$ cat config.mk
export PLATFORM = sky130hd
export DESIGN_NAME = uart_baud_gen
export DESIGN_NICKNAME = d
export VERILOG_FILES = /design/src/rtl/uart_baud_gen.sv
export SDC_FILE = /design/constraint.sdc
export NUM_CORES = 1
export LEC_CHECK = 0
export BUFFER_PORTS_ARGS = -buffer_cell sky130_fd_sc_hd__buf_2
export CORE_MARGIN = 2
export CORE_UTILIZATION = 59
export DETAILED_ROUTE_END_ITERATION = 6
export PLACE_DENSITY = 0.83
export SYNTH_ARGS = -nofsm -noshare
export SYNTH_HDL_FRONTEND = slang
export SYNTH_SLANG_ARGS = --single-unit
$ cat constraint.sdc
create_clock -name clk -period 3.4 [get_ports clk]
set_input_delay 0.68 -clock clk [delete_from_list [all_inputs] [get_ports clk]]
set_output_delay 0.68 -clock clk [all_outputs]
set_load 0.02 [all_outputs]
$ cat src/rtl/uart_baud_gen.sv
module uart_baud_gen #(
  parameter int CD_W    = 16,
  parameter int BD_W    = 8,
  parameter int PRE_DIV = 8,
  parameter int BD_MIN  = 4
) (
  input  logic            clk,
  input  logic            rst_n,
  input  logic            pre_sel,
  input  logic [CD_W-1:0] cd,
  input  logic [BD_W-1:0] bdiv,
  input  logic            tx_en,
  input  logic            rx_en,
  output logic            sample_tick,
  output logic            bit_tick
);
  localparam int PRE_W = (PRE_DIV > 1) ? $clog2(PRE_DIV) : 1;
  localparam logic [PRE_W-1:0] PRE_LAST = PRE_W'(PRE_DIV - 1);
  localparam logic [BD_W-1:0]  BD_FLOOR = BD_W'(BD_MIN);

  logic [PRE_W-1:0] pre_cnt;
  logic [CD_W-1:0]  cd_cnt, cd_q;
  logic [BD_W-1:0]  bd_cnt, bd_q;
  logic             pre_q, active_q;

  wire active   = tx_en | rx_en;
  wire changed  = (cd != cd_q) | (bdiv != bd_q) | (pre_sel != pre_q);
  wire restart  = !active | !active_q | changed;
  wire pre_tick = !pre_sel | (pre_cnt == PRE_LAST);
  wire [BD_W-1:0] bd_eff = (bdiv < BD_FLOOR) ? BD_FLOOR : bdiv;
  wire cd_hit   = pre_tick & (cd != '0) & (cd_cnt == cd - 1'b1);
  wire bd_hit   = cd_hit & (bd_cnt == bd_eff);

  always_ff @(posedge clk or negedge rst_n) begin
    if (!rst_n) begin
      active_q    <= 1'b0;
      cd_q        <= '0;
      bd_q        <= '0;
      pre_q       <= 1'b0;
      pre_cnt     <= '0;
      cd_cnt      <= '0;
      bd_cnt      <= '0;
      sample_tick <= 1'b0;
      bit_tick    <= 1'b0;
    end else begin
      active_q <= active;
      cd_q     <= cd;
      bd_q     <= bdiv;
      pre_q    <= pre_sel;
      if (restart) begin
        pre_cnt     <= '0;
        cd_cnt      <= '0;
        bd_cnt      <= '0;
        sample_tick <= 1'b0;
        bit_tick    <= 1'b0;
      end else begin
        if (pre_sel) pre_cnt <= (pre_cnt == PRE_LAST) ? '0 : pre_cnt + 1'b1;
        else         pre_cnt <= '0;
        if (pre_tick) cd_cnt <= cd_hit ? '0 : cd_cnt + 1'b1;
        if (cd_hit)   bd_cnt <= bd_hit ? '0 : bd_cnt + 1'b1;
        sample_tick <= cd_hit;
        bit_tick    <= bd_hit;
      end
    end
  end

  assert_idle_quiet_R6: assert property (@(posedge clk) disable iff (!rst_n)
    !$past(tx_en | rx_en) |-> (!sample_tick && !bit_tick));

  assert_bit_on_sample_R3: assert property (@(posedge clk) disable iff (!rst_n)
    bit_tick |-> sample_tick);

  assert_cd_zero_silent_R5: assert property (@(posedge clk) disable iff (!rst_n)
    $past(cd == '0) |-> !sample_tick);

  assert_enable_restart_R7: assert property (@(posedge clk) disable iff (!rst_n)
    $rose(tx_en | rx_en) |=> !sample_tick);

  assert_divisor_restart_R7: assert property (@(posedge clk) disable iff (!rst_n)
    (cd != $past(cd)) |=> (!sample_tick && !bit_tick));
endmodule

# --- Yosys cells after proc, flatten, opt, wreduce, memory -nomap -nowiden ---
# Cells that the tools add are included.
totals:
  reg_bits: 55
  latch_bits: 0
  mem_bits_rw: 0
  mem_bits_ro: 0
  inputBits: 29
  output_inout_bits: 2
  n_memories: 0
op_classes:
  add_sub_neg: 4
  mul: 0
  div_mod_pow: 0
  order_cmp: 1
  eq_ne: 6
  shift: 0
  muxes: 12
  bitwise_logic: 9
  reduce_logical: 6
ops:
  columns: ["operator", "n"]
  rows:
  - ["16-bit 2-to-1 mux", 3]
  - ["8-bit 2-to-1 mux", 4]
  - ["16-bit by 1-bit adder with 16-bit output (second input constant)", 1]
  - ["16-bit == test", 1]
  - ["16-bit != test", 1]
  - ["16-bit nonzero test", 1]
  - ["16-bit by 1-bit subtractor with 16-bit output (second input constant)", 1]
  - ["3-bit 2-to-1 mux", 3]
  - ["8-bit by 1-bit adder with 8-bit output (second input constant)", 1]
  - ["8-bit == test", 1]
  - ["8-bit by 3-bit less-than comparator with 1-bit output (second input constant)", 1]
  - ["8-bit != test", 1]
  - ["1-bit OR", 6]
  - ["2-bit nonzero test", 2]
  - ["3-bit by 1-bit adder with 3-bit output (second input constant)", 1]
  - ["1-bit AND", 3]
  - ["3-bit == test (second input constant)", 1]
  - ["1-bit zero test", 3]
  - ["1-bit 2-to-1 mux", 2]
  - ["1-bit != test", 1]

# --- Logic depth before layout (Yosys ltp) ---
# Gate-level depths: netlist of the first run.
depth:
  ltp_word: 8
  mapped_depth: 13
  ltp_nobuf: 9

# --- Worst setup path before layout of the first run ---
# Ideal clock, no wire load.
synth_timing:
  kind: "in2reg"
  from: "input cd[0]"
  to: "register cd_cnt[14]"
  setup_time_ns: 0.119
  arrival_ns: 3.043
  setup_slack_ns: 0.238
  cell_stages: 13
  path_buffers: 4
  path_cell_list: "clkbuf_1 -> inv_1 -> ha_1 -> clkbuf_1 -> o21ba_2 -> o41ai_1 -> a211oi_1 -> a211oi_1 -> or4_1 -> buf_2 -> o21ai_4 -> buf_6 -> nor2_1"
synth_via:
  elab_chain_len: 6
synth_lines:
  columns: ["element", "line", "rtl"]
  rows:
  - ["from (decl)", "10", "input logic [CD_W-1:0] cd,"]
  - ["16-bit by 1-bit subtractor with 16-bit output or 16-bit nonzero test (tied branches)", "31", "wire cd_hit = pre_tick & (cd != '0) & (cd_cnt == cd - 1'b1);"]
  - ["16-bit == test or 1-bit AND (tied branches)", "31", null]
  - ["1-bit AND", "31", null]
  - ["16-bit 2-to-1 mux (2 in series)", "59", "if (pre_tick) cd_cnt <= cd_hit ? '0 : cd_cnt + 1'b1;"]
  - ["16-bit 2-to-1 mux", "50", "if (restart) begin"]
  - ["to (signal assigned)", "59", null]
  - ["to (decl)", "22", "logic [CD_W-1:0] cd_cnt, cd_q;"]
# Several ways; a longest one is shown, not always the timed one. The select of a mux whose other input is x is not followed.
# A chain may end at the register's enable or synchronous reset.

# --- Worst setup path after layout of the first run ---
layout_timing:
  from: "input cd[1]"
  to: "register cd_cnt[6]"
# The elaborated chain is that of the path after synthesis.

==> results_dict.tcl, run 1 <==
set metrics [dict create \
    core_sq_mm 0.00544 \
    worstPathCellList "buf_2, inv_1, ha_1, nor3b_1, o211ai_1, a211oi_1, nand4b_1, or4_1, o21ai_4, nor2_1" \
    hold_end "pre_cnt[0]" \
    seq_power_share_pct 56.3 \
    crit_path_start_kind "input port" \
    ys_ff_latch 55 \
    antenna_cells 0 \
    die_h_microns 78.5 \
    num_vias 2677 \
    timing.hold.ws_ns 0.453 \
    cts.htree.levels 2 \
    min_period_ns 3.00 \
    yosysUniqueCellTypes 53 \
    crit-reg2reg-launch "bd_q[0]" \
    ir_drop_uv 173 \
    switching_share_pct 26.9 \
    skew_ns 0.0143 \
    synth.avg_cell_area_sq_um 9.75 \
    cts_tree "yes" \
    grt_overflow_total 0 \
    gp_congestion 0.877 \
    r2r_slack_ns 0.76 \
    drcViolationCount 0 \
    clock-root-buffer "clkbuf_8" \
    worstHoldStart "pre_cnt[0]" \
    dpl.cell_count 432 \
    switchingPower_mw 0.323 \
    cts_hold_buf 0 \
    track_usage_pct 26.1 \
    max_stage_delay_ns 0.60 \
    grt_max_degree 56 \
    p_int_mw 0.877 \
    tns_ns 0 \
    final_cell_mix "55 x dfrtp_1, 32 x xnor2_1, 30 x buf_2" \
    drive_gt1_share_pct 16.0 \
    hold_viol_final 0 \
    antenna_found_initial 0 \
    rows 27 \
    clkTransAtPathRegs_ns 0.11 \
    clkSinkCount 55 \
    reg2reg_to "cd_cnt[3]" \
    wl_per_cell_microns 16.7 \
    setup-violations-final 0 \
    synth_nets 371 \
    status "complete, no violations" \
    fin_cells 440 \
    synth_warnings 0 \
    area_delta_synth_final_pct 10.2 \
    port_buffers 30 \
    grt_pass1_vias 2605 \
    hpwl_mm 5.47 \
    r2r_cells 7 \
    nets 402 \
    drtIter0Drc 242 \
    hold_depth 1 \
    path_class "input port to flip-flop" \
    initial_core_util_pct 60.2 \
    cts-resized-gates 0 \
    fin_crit_sh_pct 88.3 \
    wl_mm 7.36 \
    end_kind "flip-flop" \
    fillers 429 \
    die_area_sq_mm 0.00617 \
    synthFlopType "dfrtp_1" \
    arrival_ns 3.19 \
    clk-insertion-delay-late_ns 0.31 \
    cts_buffers 5 \
    drv_slew 0 \
    post_cts_buffers 0 \
    dr.pass1.iters 5 \
    cp_slowest_cell "or4_1" \
    pwr_density_cell_mw_per_mm2 332 \
    leakagePower_nw 1.45 \
    drv_cap 0 \
    worst_pin_slew_ns 0.685 \
    netlist_instances 336 \
    synth_edf_count 0 \
    cp_max_fo 15 \
    fp.dieW_microns 78.5 \
    comb_power_share_pct 12.5 \
    io_pins 31 \
    rsz0062_at_grt "false" \
    totalPowerFinal_mw 1.20 \
    slew_headroom_pct 54.4 \
    synth-async-reset-ratio_pct 100 \
    detail-route-antenna-nets 0 \
    final_common_cell "dfrtp_1" \
    power_frac_clock_pct 31.2 \
    mappedNetlistArea_sq_mm 0.00328 \
    fmax_ghz 0.333 \
    cp.required_ns 3.59 \
    yosysSeqAreaShare_pct 42.0 \
    cts.path.max_buffers 2 \
    hold_class "flip-flop to flip-flop" \
    grt_pass1_wl_mm 12.6 \
    vias_per_cell 6.08 \
]
[per-stage QoR]
stage / instance area, sq um / util, % / worst slack, ns
after global placement: 3520 / 64.7 / 0.202
final: 3610 / 66.4 / 0.399
after CTS: 3610 / 66.4 / 0.402
after detailed placement: 3520 / 64.7 / 0.0790
after global routing: 3610 / 66.4 / 0.113
after floorplan: 3280 / - / 0.238
[power by group through the flow]
stage                     clock network [mW]  registers, mW  logic, mW
after floorplan                            0          0.688     0.0792
after global placement                     0          0.688      0.146
final                                  0.374          0.676      0.150
after detailed placement                   0          0.689      0.150
after CTS                              0.382          0.676      0.151
after global routing                   0.409          0.677      0.166
[final cells by class]
| cell class | count | area (sq um) | area share, % |
|---|---|---|---|
| inverters | 14 | 52.6 | 1.46 |
| well taps | 72 | 90.1 | 2.50 |
| flip-flops and latches | 55 | 1380 | 38.1 |
| clock inverters | 3 | 22.5 | 0.624 |
| repair buffers | 40 | 225 | 6.24 |
| clock buffers | 5 | 68.8 | 1.91 |
| multi-input cells | 251 | 1770 | 49.2 |
[registers in the layout, summed over array words and instances (netlist names)]
signal,cells
cd_cnt,16
cd_q,16
bd_cnt,8
bd_q,8
pre_cnt,3
active_q,1
bit_tick,1
pre_q,1
sample_tick,1
[worst max-delay path, delay by kind of cell]
family,cells,cell delay [ns]
adder cells (fa/ha/maj),1,0.32
buffers and inverters,2,0.26
AND/OR/NAND/NOR,4,1.15
AO/OA/AOI/OAI,3,0.76
[routing by layer]
| layer | global-route usage [%] | share of wire, % |
|---|---|---|
| met1 | 35.5 | 44 |
| met2 | 42.5 | 50 |
| met3 | 4.60 | 4.7 |
| met4 | 8.25 | 1.2 |
| met5 | 0 | 0 |
[synthesized netlist by cell type, types with 3 or more instances]
cell / n / area, sq um
buf_2: 5 / 25.0
a31oi_1: 4 / 25.0
inv_1: 14 / 52.6
nor2_1: 19 / 71.3
dfrtp_1: 55 / 1380
xnor2_1: 32 / 280
and2_1: 4 / 25.0
clkbuf_1: 9 / 33.8
a211oi_1: 5 / 37.5
or4_1: 4 / 30.0
or3_1: 6 / 37.5
nand2_1: 5 / 18.8
nor4_1: 7 / 43.8
nor3b_1: 8 / 60.1
xor2_1: 24 / 210
o2111ai_1: 4 / 35.0
o211ai_1: 9 / 67.6
ha_1: 6 / 75.1
o21ai_0: 21 / 105
nor3_1: 9 / 45.0
nor2_2: 3 / 18.8
nand4_1: 11 / 68.8
nand3_1: 12 / 60.1
a21oi_1: 14 / 70.1
and3_1: 10 / 62.6
[cell families (layout without fill, tap and decap cells)]
logic type	count (synthesis)	in the layout	share of synthesized area, %
simple gates	115	115	21.5
compound gates	71	71	14.1
xor+xnor	57	57	15.7
flops	55	55	42.0
buf+inv	30	62	3.86
fa+ha+maj	6	6	2.29
mux	2	2	0.611
[worst max-delay path by stage]
stage,from,cells after the start,slack [ns],endpoint
4_1_cts,cd[1],10,0.40,cd_cnt[6]
3_3_place_gp,cd[1],10,0.20,cd_cnt[10]
2_1_floorplan,cd[0],13,0.24,cd_cnt[14]
3_5_place_dp,cd[1],10,0.08,cd_cnt[6]
6_report,cd[1],10,0.40,cd_cnt[6]
5_1_grt,cd[1],10,0.11,cd_cnt[4]
No activity file was read; power rests on OpenSTA's default activity.
==> inputs of run 2 (changes only) <==
CORE_UTILIZATION = 54   (was 59)
PLACE_DENSITY = 0.81   (was 0.83)
clock period = 2.5 ns   (was 3.4 ns; I/O delays follow)
==> run 2 against run 1 <==
The run now ends with negative setup slack left. Sequential share of layout area fell by 5.1 points. Sequential power rose by 36%. Global-route usage rose by 1.2 points. Highest routed layer unchanged. Combinational power rose by 91%. Critical path type unchanged. Non-clock buffer count rose by 52.
==> results_dict.tcl, run 2 (same netlist as run 1, synthesis figures left out) <==
set metrics [dict create \
    cp_max_fo 6 \
    die_h_microns 81.9 \
    num_vias 3180 \
    pwr_density_cell_mw_per_mm2 417 \
    path_class "input port to flip-flop" \
    final_util_pct 70.8 \
    hold_viol_final 0 \
    min_period_ns 2.56 \
    totalPowerFinal_mw 1.74 \
    clkTransAtPathRegs_ns 0.11 \
    wl_mm 10.2 \
    grt_pass1_wl_mm 13.8 \
    timing.hold.ws_ns 0.192 \
    crit_path_start_kind "input port" \
    timing.final.ws_setup_ns -0.0622 \
    drv_slew 0 \
    violations "negative setup slack" \
    rsz0062_at_grt "true" \
    rows 28 \
    initial_core_util_pct 55.7 \
    fin_crit_sh_pct 102 \
    final_cell_mix "59 x buf_4, 55 x dfrtp_1, 32 x xnor2_1" \
    cts_hold_buf 0 \
    wl_per_cell_microns 20.6 \
    arrival_ns 2.80 \
    io_pins 31 \
    area_delta_synth_final_pct 27.2 \
    cts.path.max_buffers 2 \
    port_buffers 30 \
    skew_ns 0.0178 \
    antenna_found_initial 0 \
    vias_per_cell 6.42 \
    grt_overflow_total 0 \
    setup-violations-final 19 \
    cts_buffers 5 \
    ir_drop_uv 228 \
    gp_congestion 0.876 \
    final_common_cell "buf_4" \
    drcViolationCount 0 \
    detail-route-antenna-nets 0 \
    drtIter0Drc 527 \
    nets 454 \
    drive_gt1_share_pct 31.0 \
    dr.pass1.iters 5 \
    hold_class "input port to async pin" \
    core_sq_mm 0.00589 \
    drv_cap 0 \
    antenna_cells 0 \
    worst_pin_slew_ns 0.659 \
    fp.dieW_microns 81.9 \
    slew_headroom_pct 56.1 \
    track_usage_pct 27.3 \
    fillers 395 \
    cts.htree.levels 2 \
    hpwl_mm 6.30 \
    grt_pass1_vias 2897 \
    cp.required_ns 2.74 \
    clock-root-buffer "clkbuf_8" \
    grt_max_degree 29 \
    status "finished with violations" \
    leakagePower_nw 1.74 \
    fmax_ghz 0.390 \
    end_kind "flip-flop" \
    cts_tree "yes" \
    die_area_sq_mm 0.00671 \
    clk-insertion-delay-late_ns 0.33 \
    layout_top_registers "cd_cnt: 16 flops, cd_q: 16 flops" \
    clkSinkCount 55 \
]
## run 2: cell count changes in the layout (fill, tap and decap cells not counted), sizes merged
| cell | previous run | this run |
|---|---|---|
| clkinv | 2 | 1 |
| clkbuf | 5 | 6 |
| buf | 40 | 91 |
| clkinvlp | 0 | 1 |
## run 2: path summary, 6_finish.rpt
check | cells after the start | slack, ns | end | startpoint
min in group clk | 1 | 0.33 | bd_q[6] | bdiv[6]
worst max-delay path | 13 | -0.06 | bd_cnt[0] | cd[0]
worst max register to register | 12 | -0.01 | bd_cnt[0] | pre_cnt[0]
worst min-delay path | 1 | 0.19 | active_q | rst_n
max in group asynchronous | 2 | 1.63 | bd_cnt[6] | rst_n
worst min register to register | 2 | 0.55 | pre_cnt[0] | pre_cnt[0]
## run 2: what timing repair did
action                                  4_1_cts  5_1_grt
pin swaps                                     3       16
buffers inserted                              1        5
cloned                                        1        0
resized for setup                             8       28
endpoints found under the setup margin       21       25
## run 2: stage by stage
step	instances	TNS [ns]	setup slack (ns)	instance area, sq um
floorplan	336	-4.22	-0.259	3320
global placement	480	-7.86	-0.364	3890
detailed placement	480	-9.43	-0.464	3890
CTS	490	0	0.0486	4030
global route	495	-2.07	-0.111	4170
finish	495	-0.823	-0.0622	4170
## run 2: power breakdown
part	switching (mW)	internal, mW	leakage (nW)	total [mW]
Sequential	0.0104	0.910	0.707	0.921
Combinational	0.161	0.127	0.987	0.287
Clock	0.325	0.207	0.0463	0.532
Total	0.497	1.24	1.74	1.74
## run 2: metal layers
| metal | vias up | global-route usage, % | routed length, microns |
|---|---|---|---|
| met1 | 1507 | 33.7 | 3850 |
| met2 | 228 | 48.3 | 4880 |
| li1 | 1384 | - | - |
| met4 | 0 | 9.50 | 551 |
| met5 | - | 0 | 0 |
| met3 | 61 | 4.29 | 899 |
## run 2: layout make-up
cell class	count	area (sq um)	area share [%]
Timing Repair Buffer	92	652	15.6
Sequential cell	55	1380	33.0
Multi-Input combinational cell	251	1900	45.5
Inverter	14	52.6	1.26
Clock buffer	5	68.8	1.65
Tap cell	75	93.8	2.25
Clock inverter	3	27.5	0.660
## run 2: critical path, cell delays in order
cell and delay (ns):
buf_4 0.14, inv_2 0.11, ha_4 0.18, nor3b_4 0.20, o211ai_1 0.10, a211oi_1 0.21
nand4b_1 0.18, buf_4 0.17, buf_4 0.13, nor4_4 0.30, buf_4 0.21, nand4_1 0.14
a21oi_1 0.22
==> inputs of run 3 (changes only) <==
TNS_END_PERCENT = 10   (was default)
==> run 3 against run 2 <==
The run now ends clean. Non-clock buffer count shrank 6. Largest cell class unchanged. Power fell by 2.0%. Global-route usage is 2.1 points lower. Clock skew is essentially flat. Highest routed layer unchanged. Worst setup slack improved by 0.11 ns. Utilization is 2.1 points lower.
==> results_dict.tcl, run 3 (same netlist as run 1, synthesis figures left out) <==
set metrics [dict create \
    nets 448 \
    dr.pass1.iters 5 \
    hold_class "input port to async pin" \
    rows 28 \
    slew_headroom_pct 56.2 \
    timing.final.ws_setup_ns 0.0504 \
    totalPowerFinal_mw 1.70 \
    fin_crit_sh_pct 98.0 \
    clkSinkCount 55 \
    drv_slew 0 \
    fin_cells 489 \
    vias_per_cell 6.05 \
    clk-insertion-delay-late_ns 0.32 \
    clock-root-buffer "clkbuf_8" \
    switchingPower_mw 0.469 \
    drive_gt1_share_pct 27.8 \
    antenna_cells 0 \
    power_frac_clock_pct 30.8 \
    detail-route-antenna-nets 0 \
    wl_mm 8.43 \
    p_int_mw 1.24 \
    end_kind "flip-flop" \
    fmax_ghz 0.408 \
    die_h_microns 81.9 \
    cts.htree.levels 2 \
    pwr_density_cell_mw_per_mm2 422 \
    fp.dieW_microns 81.9 \
    crit_path_start_kind "input port" \
    fillers 411 \
    grt_pass1_wl_mm 12.8 \
    cp.required_ns 2.72 \
    worst_pin_slew_ns 0.657 \
    io_pins 31 \
    leakagePower_nw 1.69 \
    die_area_sq_mm 0.00671 \
    cts_hold_buf 0 \
    switching_share_pct 27.5 \
    area_delta_synth_final_pct 23.4 \
    min_period_ns 2.45 \
    hpwl_mm 6.05 \
    track_usage_pct 25.2 \
    core_sq_mm 0.00589 \
    final_cell_mix "55 x dfrtp_1, 53 x buf_4, 32 x xnor2_1" \
    initial_core_util_pct 55.7 \
    num_vias 2957 \
    rsz0062_at_grt "true" \
    grt_max_degree 31 \
    grt_overflow_total 0 \
    antenna_found_initial 0 \
    cts_tree "yes" \
    comb_power_share_pct 15.3 \
    grt_pass1_vias 2770 \
    clkTransAtPathRegs_ns 0.11 \
    final_common_cell "dfrtp_1" \
    status "complete, no violations" \
    drcViolationCount 0 \
    wl_per_cell_microns 17.2 \
    drtIter0Drc 345 \
    cts_buffers 5 \
    gp_congestion 0.960 \
    layout_top_registers "cd_cnt: 16 flops, cd_q: 16 flops" \
    setup-violations-final 0 \
    ir_drop_uv 260 \
    path_class "input port to flip-flop" \
    arrival_ns 2.67 \
    port_buffers 30 \
    skew_ns 0.0175 \
    pre_cts_ws_ns -0.459 \
    drv_cap 0 \
    cts.path.max_buffers 2 \
    cp_max_fo 5 \
    dpl.cell_count 479 \
    seq_power_share_pct 54.0 \
    hold_viol_final 0 \
]
run 3: cell count changes in the layout (fill, tap and decap cells not counted), sizes merged:
cell  change
buf       -6
run 3: power groups by stage:
stage	combinational [mW]	sequential [mW]	clock [mW]
final	0.261	0.920	0.524
after global routing	0.282	0.922	0.569
after CTS	0.250	0.920	0.525
after detailed placement	0.247	0.937	0
after global placement	0.240	0.936	0
after floorplan	0.114	0.936	0
run 3: area by class of cell:
| cell class | instances | area (sq um) | share of cell area, % |
|---|---|---|---|
| repair buffers | 86 | 587 | 14.5 |
| well taps | 75 | 93.8 | 2.32 |
| clock inverters | 3 | 27.5 | 0.681 |
| clock buffers | 5 | 68.8 | 1.70 |
| inverters | 14 | 52.6 | 1.30 |
| multi-input cells | 251 | 1840 | 45.5 |
| flip-flops and latches | 55 | 1380 | 34.0 |
run 3: per-stage QoR:
stage	instance area [sq um]	utilization (%)	hold WS [ns]	setup TNS [ns]
2_1_floorplan	3320	-	0.204	-4.22
3_3_place_gp	3880	65.9	0.430	-8.08
3_5_place_dp	3880	65.9	0.442	-9.29
4_1_cts	3990	67.7	0.219	0
5_1_grt	4040	68.7	0.233	-0.253
6_report	4040	68.7	0.198	0
run 3: critical path: stages:
cell and delay [ns]:
buf_2 0.12, buf_4 0.14, or3_4 0.35, xnor2_1 0.15
nor3_1 0.22, nand4b_1 0.16, buf_4 0.16, buf_4 0.13
nor4_4 0.29, buf_4 0.20, a21oi_1 0.07, o21a_1 0.18
run 3: worst paths after layout:
check / startpoint / cells past startpoint / slack (ns) / end
worst max-delay path: cd[1] / 12 / 0.05 / cd_cnt[1]
worst min-delay path: rst_n / 1 / 0.20 / cd_q[10]
worst max register to register: pre_cnt[0] / 12 / 0.14 / cd_cnt[1]
worst min register to register: pre_cnt[0] / 1 / 0.45 / pre_cnt[0]
max in group asynchronous: rst_n / 2 / 1.65 / bd_cnt[0]
min in group clk: bdiv[5] / 1 / 0.33 / bd_q[5]
run 3: timing repair:
item	in CTS	in global routing
setup buffers	0	1
cloned	0	1
pin swaps	1	6
gates resized for setup	4	12
setup endpoints to repair	21	22
run 3: routing by layer:
| metal | vias to the layer above | part of all wire [%] | GRT usage [%] | routed length (microns) |
|---|---|---|---|---|
| li1 | 1371 | - | - | - |
| met1 | 1432 | 41 | 31.1 | 3480 |
| met2 | 134 | 49 | 42.6 | 4160 |
| met3 | 20 | 6.4 | 5.38 | 539 |
| met4 | 0 | 3.0 | 10.5 | 249 |
| met5 | - | 0 | 0 | 0 |
